<file path="src/rtl/dadda_pkg.sv">
package dadda_pkg;
    localparam int OPW  = 4;            // operand width
    localparam int PW   = 2 * OPW;      // product width
    localparam int NPP  = OPW * OPW;    // partial-product bit count
    localparam int COLS = PW - 1;       // partial-product columns
    localparam int CPAW = COLS - 1;     // final adder width (column 0 bypasses)
endpackage

</file>
<file path="src/rtl/dm_half_adder.sv">
module dm_half_adder (
    input  logic x,
    input  logic y,
    output logic s,
    output logic c
);
    assign s = x ^ y;
    assign c = x & y;
endmodule

</file>
<file path="src/rtl/dm_full_adder.sv">
module dm_full_adder (
    input  logic x,
    input  logic y,
    input  logic z,
    output logic s,
    output logic c
);
    assign s = x ^ y ^ z;
    assign c = (x & y) | (x & z) | (y & z);
endmodule

</file>
<file path="src/rtl/dm_and_array.sv">
module dm_and_array
    import dadda_pkg::*;
(
    input  logic [OPW-1:0] opa,
    input  logic [OPW-1:0] opb,
    output logic [NPP-1:0] pp      // pp[i*OPW+j] = opa[j] & opb[i]
);
    for (genvar i = 0; i < OPW; i++) begin : g_row
        for (genvar j = 0; j < OPW; j++) begin : g_col
            assign pp[i*OPW+j] = opa[j] & opb[i];
        end
    end

    // population of the grid equals product of operand populations
    always_comb begin
        a_r2_pp_population: assert ($countones(pp) == $countones(opa) * $countones(opb))
            else $error("R2 partial-product population mismatch");
    end
endmodule

</file>
<file path="src/rtl/dm_cpa.sv">
module dm_cpa #(
    parameter int W = 6
) (
    input  logic [W-1:0] x,
    input  logic [W-1:0] y,
    output logic [W-1:0] s,
    output logic         co
);
    logic [W:0] cy;

    always_comb begin
        cy[0] = 1'b0;
        for (int k = 0; k < W; k++) begin
            s[k]    = x[k] ^ y[k] ^ cy[k];
            cy[k+1] = (x[k] & y[k]) | (cy[k] & (x[k] ^ y[k]));
        end
        co = cy[W];
    end
endmodule

</file>
<file path="src/rtl/dm_dadda_tree.sv">
module dm_dadda_tree
    import dadda_pkg::*;
(
    input  logic [NPP-1:0]  pp,
    output logic [COLS-1:0] row_a,
    output logic [COLS-1:0] row_b
);
    // bit with multiplicand index j and multiplier index i
    function automatic logic bit_at(input logic [NPP-1:0] v, input int j, input int i);
        return v[i*OPW+j];
    endfunction

    // stage one: height target 3, half adders on columns 3 and 4
    logic hs1, hc1, hs2, hc2;
    dm_half_adder u_ha1 (.x(bit_at(pp, 3, 0)), .y(bit_at(pp, 2, 1)), .s(hs1), .c(hc1));
    dm_half_adder u_ha2 (.x(bit_at(pp, 3, 1)), .y(bit_at(pp, 2, 2)), .s(hs2), .c(hc2));

    // stage two: height target 2, full adders on columns 2..5
    logic fs1, fc1, fs2, fc2, fs3, fc3, fs4, fc4;
    dm_full_adder u_fa1 (.x(bit_at(pp, 0, 2)), .y(bit_at(pp, 1, 1)), .z(bit_at(pp, 2, 0)),
                         .s(fs1), .c(fc1));
    dm_full_adder u_fa2 (.x(bit_at(pp, 1, 2)), .y(bit_at(pp, 0, 3)), .z(hs1),
                         .s(fs2), .c(fc2));
    dm_full_adder u_fa3 (.x(bit_at(pp, 1, 3)), .y(hs2), .z(hc1),
                         .s(fs3), .c(fc3));
    dm_full_adder u_fa4 (.x(bit_at(pp, 2, 3)), .y(bit_at(pp, 3, 2)), .z(hc2),
                         .s(fs4), .c(fc4));

    // carry-save rows, bit k has weight 2^k
    assign row_a = {bit_at(pp, 3, 3), fs4, fs3, fs2, fs1, bit_at(pp, 1, 0), bit_at(pp, 0, 0)};
    assign row_b = {fc4, fc3, fc2, fc1, 1'b0, bit_at(pp, 0, 1), 1'b0};

    // the two rows carry the full weighted value of the grid
    always_comb begin
        int grid;
        grid = 0;
        for (int i = 0; i < OPW; i++)
            for (int j = 0; j < OPW; j++)
                grid = grid + (int'(pp[i*OPW+j]) << (i + j));
        a_r3_rows_keep_value: assert (int'(row_a) + int'(row_b) == grid)
            else $error("R3 carry-save rows lose value");
    end
endmodule

</file>
<file path="src/rtl/dadda_mult4.sv">
module dadda_mult4
    import dadda_pkg::*;
(
    input  logic [3:0] mul_a,
    input  logic [3:0] mul_b,
    output logic [7:0] product
);
    logic [NPP-1:0]  pp;
    logic [COLS-1:0] row_a, row_b;
    logic [CPAW-1:0] sum_hi;
    logic            carry_top;

    dm_and_array u_pp (.opa(mul_a), .opb(mul_b), .pp(pp));

    dm_dadda_tree u_tree (.pp(pp), .row_a(row_a), .row_b(row_b));

    dm_cpa #(.W(CPAW)) u_cpa (
        .x  (row_a[COLS-1:1]),
        .y  (row_b[COLS-1:1]),
        .s  (sum_hi),
        .co (carry_top)
    );

    assign product = {carry_top, sum_hi, row_a[0]};

    always_comb begin
        // adder result equals the sum of the upper row bits
        a_r5_cpa_sum: assert (int'(product[PW-1:1]) == int'(row_a[COLS-1:1]) + int'(row_b[COLS-1:1]))
            else $error("R5 final adder sum mismatch");
        // product equals arithmetic multiply of the ports
        a_r1_product: assert (int'(product) == int'(mul_a) * int'(mul_b))
            else $error("R1 product mismatch");
    end
endmodule

</file>
<file path="config.mk">
export PLATFORM = sky130hd
export DESIGN_NAME = dadda_mult4
export DESIGN_NICKNAME = d
export VERILOG_FILES = /design/src/rtl/dadda_pkg.sv /design/src/rtl/dm_half_adder.sv /design/src/rtl/dm_full_adder.sv /design/src/rtl/dm_and_array.sv /design/src/rtl/dm_cpa.sv /design/src/rtl/dm_dadda_tree.sv /design/src/rtl/dadda_mult4.sv
export SDC_FILE = /design/constraint.sdc
export NUM_CORES = 1
export LEC_CHECK = 0
export BUFFER_PORTS_ARGS = -buffer_cell sky130_fd_sc_hd__buf_2
export CAP_MARGIN = 10
export CELL_PAD_IN_SITES_DETAIL_PLACEMENT = 2
export CELL_PAD_IN_SITES_GLOBAL_PLACEMENT = 2
export CORE_AREA = 2 2 39 41
export DETAILED_ROUTE_END_ITERATION = 10
export DIE_AREA = 0 0 41 43
export PLACE_DENSITY = 0.82
export RECOVER_POWER = 100
export SLEW_MARGIN = 20
export SYNTH_ARGS = -nofsm -noshare
export SYNTH_HDL_FRONTEND = slang
export SYNTH_SLANG_ARGS = --single-unit
</file>
<file path="constraint.sdc">
create_clock -name vclk -period 7.1
set_input_delay 0.71 -clock vclk [all_inputs]
set_output_delay 0.71 -clock vclk [all_outputs]
set_load 0.01 [all_outputs]
</file>
# After elaboration in Yosys (flattened, before gate mapping)
# Index checks and enable logic that the tools add are counted.
[totals]
ff_bits = 0
in_bits = 8
out_inout_bits = 8
word_cells = 72
[classes]
bitwise_logic = 72
[ops]
columns = ["op", "n"]
rows = [
  ["1-bit bitwise AND", 40],
  ["1-bit bitwise XOR", 20],
  ["1-bit bitwise OR", 12],
]

# Depth between registers and ports, before layout
[depth]
ltp_word = 13
depth_mapped = 10
ltp_nobuf = 9

# Hierarchy
# From an unflattened synthesis, not the netlist that was laid out.
[unflattened]
cells_unflattened = 54
area_unflattened_um2 = 471.7
[by_module_without_submodules]
columns = ["module", "instances", "cells_each", "area_each_um2", "seq_area_each_um2"]
rows = [
  ["dm_cpa", 1, 16, 150.1, 0.0],
  ["dm_dadda_tree", 1, 15, 108.9, 0.0],
  ["dm_and_array", 1, 16, 100.1, 0.0],
  ["dm_full_adder", 4, 1, 20.0, 0.0],
  ["dm_half_adder", 2, 1, 12.5, 0.0],
  ["dadda_mult4", 1, 1, 7.5, 0.0],
]

# Least setup slack after synthesis
# No wires, ideal clock.
[synth_timing]
path_type = "input -> output"
startpoint = "in mul_a[3]"
endpoint = "out product[6]"
arrival_time_ps = 3379
path_slack_ps = 3011
path_stages = 9
path_buffers = 0
cell_sequence = "and2_1 -> ha_1 -> inv_1 -> fa_1 -> inv_1 -> fa_1 -> fa_1 -> fa_1 -> fa_1"
[synth_via]
elab_chain_len = 11
elab_cells_between_ends = 41
classes_between = "bitwise (41)"
[synth_rtl]
columns = ["item", "line_no", "text"]
rows = [
  ["from (decl)", "dadda_mult4.sv:4", "input logic [3:0] mul_a,"],
  ["1-bit bitwise AND", "dm_and_array.sv:10", "assign pp[i*OPW+j] = opa[j] & opb[i];"],
  ["1-bit bitwise XOR", "dm_half_adder.sv:7", "assign s = x ^ y;"],
  ["1-bit bitwise XOR or 1-bit bitwise AND (tied branches)", "dm_full_adder.sv:8, dm_full_adder.sv:9", ""],
  ["1-bit bitwise XOR or 1-bit bitwise OR (tied branches)", "dm_cpa.sv:15, dm_full_adder.sv:9", ""],
  ["1-bit bitwise AND or 1-bit bitwise OR (tied branches)", "dm_cpa.sv:15, dm_full_adder.sv:9", ""],
  ["1-bit bitwise OR or 1-bit bitwise XOR (tied branches)", "dm_cpa.sv:15", "cy[k+1] = (x[k] & y[k]) | (cy[k] & (x[k] ^ y[k]));"],
  ["1-bit bitwise AND", "dm_cpa.sv:15", ""],
  ["1-bit bitwise OR", "dm_cpa.sv:15", ""],
  ["1-bit bitwise AND", "dm_cpa.sv:15", ""],
  ["1-bit bitwise OR", "dm_cpa.sv:15", ""],
  ["1-bit bitwise XOR (*)", "dm_cpa.sv:14", "s[k] = x[k] ^ y[k] ^ cy[k];"],
  ["to (decl)", "dadda_mult4.sv:6", "output logic [7:0] product"],
]
# Every way passes the cells marked *; elsewhere a longest branch is shown, timed or not.

# Worst setup path in the final report
# Same ends and word-level chain as after synthesis.

==> flow_metrics.env <==
export IMPL_ff_latch_area_um2=0
export IMPL_tns_ps=0
export IMPL_p_per_area_mw_per_mm2=78.21
export IMPL_grt_max_degree=5
export IMPL_fin_crit_sh_pct=61.69
export IMPL_finalSetupViolations=0
export IMPL_slowest_stage="fa_1"
export IMPL_die_h_um=43
export IMPL_grt_pass1_vias=305
export IMPL_synth_top_cell_by_area="fa_1"
export IMPL_die_area_mm2=0.001763
export IMPL_via_per_inst=4.302
export IMPL_num_rows=14
export IMPL_worstMarginPinSlew_ps=145.2
export IMPL_gp_congestion=0.6669
export IMPL_n_clock_buffer=0
export IMPL_cp_start_kind="input pin"
export IMPL_netlist_instances=32
export IMPL_period_needed_ps=4380
export IMPL_worstPathMaxFanout=4
export IMPL_cpMostUsedCell="fa_1"
export IMPL_post_route_drc_count=0
export IMPL_yosysWarnings=0
export IMPL_cp_endpoint="product[6]"
export IMPL_status="finished clean"
export IMPL_max_freq_mhz=228.3
export IMPL_worstPathArrival_ps=3670
export IMPL_path_depth=11
export IMPL_slew_viol_final=0
export IMPL_maxCapViolCount=0
export IMPL_rsz0062_at_grt="no"
export IMPL_crit_path_start="mul_a[3]"
export IMPL_critPathKind="in -> out"
export IMPL_postSynthAreaPerCell_um2=10.13
export IMPL_cts_setup_buffers=0
export IMPL_syn_num_nets=52
export IMPL_hp_start="mul_b[0]"
export IMPL_groute_usage_overall_pct=9.293
export IMPL_hold_ws_ps=1775
export IMPL_p_leak_nw=0.2136
export IMPL_cp_end_kind="output port"
export IMPL_cpPeakStageDelay_ps=480
export IMPL_fp_dieW_um=41
export IMPL_final_layout_size_suffix_gt1_share_pct=19.15
export IMPL_hold_viol_final=0
export IMPL_nNetsFinal=69
export IMPL_initial_utilization_pct=23.42
export IMPL_grt_pass1_wl_um=1179
export IMPL_cp_buffers_inverters=4
export IMPL_path_cells="buf_2 > and2_1 > ha_1 > inv_1 > fa_1 > inv_1 > fa_1 > fa_1 > fa_1 > fa_1 > clkbuf_1"
export IMPL_area_growth_pct=25.87
export IMPL_portBuffers=16
export IMPL_hold_buffers=0
export IMPL_drt_total_wl_um=686
export IMPL_antenna_found_initial=0
export IMPL_cts_resized=0
export IMPL_first_pass_iters=1
export IMPL_drtIter0Drc=0
export IMPL_path_delay_family="adder cells"
export IMPL_seq_cell_count=0
export IMPL_synth_cell_type_count=6
export IMPL_ir_drop_uv=19.29
export IMPL_via_count=271
export IMPL_slew_headroom_pct=90.36
export IMPL_worstPathRequired_ps=6390
export IMPL_overflow=0
export IMPL_yosys_top_cells_area="fa_1, and2_1, ha_1, inv_1, buf_4"
export IMPL_core_area_mm2=0.001384
export IMPL_wl_per_cell_um=10.89
export IMPL_hold_path_class="in -> out"
export IMPL_io_pins=16
export IMPL_synth_top_area_share_pct=49.42
export IMPL_ys_seq_area_share_pct=0
export IMPL_final_antenna_net_count=0
export IMPL_diodes=0
export IMPL_place_hpwl_um=675.4
export IMPL_utilization_pct=29.48
export IMPL_syn_area_um2=324.1
## cell usage in the layout, fill, tap and decap left out
| cell | netlist | routed |
|---|---|---|
| fa_1 | 8 | 8 |
| buf_2 | 0 | 9 |
| inv_1 | 3 | 3 |
| and2_0 | 0 | 1 |
| nand2_1 | 2 | 2 |
| and2_1 | 14 | 13 |
| clkbuf_1 | 0 | 7 |
| ha_1 | 4 | 4 |
## synthesized netlist by cell type (all sizes together)
cell and instances:
and2 14, fa 8, ha 4, inv 3, nand2 2, buf 1
## how the worst min path moves through the flow
stage            endpoint  slack [ps]  cells past startpoint
5_1_grt        product[0]        1810                      3
2_1_floorplan  product[0]        1560                      1
3_3_place_gp   product[0]        1750                      3
6_report       product[0]        1780                      3
3_5_place_dp   product[0]        1760                      3
4_1_cts        product[0]        1760                      3
## report_power, final
part           internal [W]  switching (W)
Combinational     0.0000136      0.0000183
Clock                     0              0
Sequential                0              0
## routing by layer
layer	wire (µm)	global-route usage, %	part of all wire (%)
met5	0	0	0
met4	0	0	0
met3	38	0	5.5
met2	391	18.44	57
met1	256	10.82	37
## cell families (layout without fill, tap and decap cells)
group	count (synthesis)	in the layout	share of synthesized area, %
and+or+nand+nor	16	16	29.34
adders and majority gates	12	12	64.86
buffers and inverters	4	19	5.792
## final cells by class
class	instances	area, µm²
fillers	174	975.9
multi-input cells	28	305.3
repair buffers	16	71.32
well taps	16	20.02
inverters	3	11.26
## through the flow
step	power (W)	setup slack [ps]	area, µm²	cells
2_1_floorplan	0.00002361	3011	324.1	32
3_3_place_gp	0.00003341	2760	416.7	63
3_5_place_dp	0.00003484	2717	416.7	63
4_1_cts	0.00003505	2710	416.7	63
5_1_grt	0.00003815	2574	407.9	63
6_report	0.00003190	2720	407.9	63
Note: power is estimated with default switching activity, not from simulation.
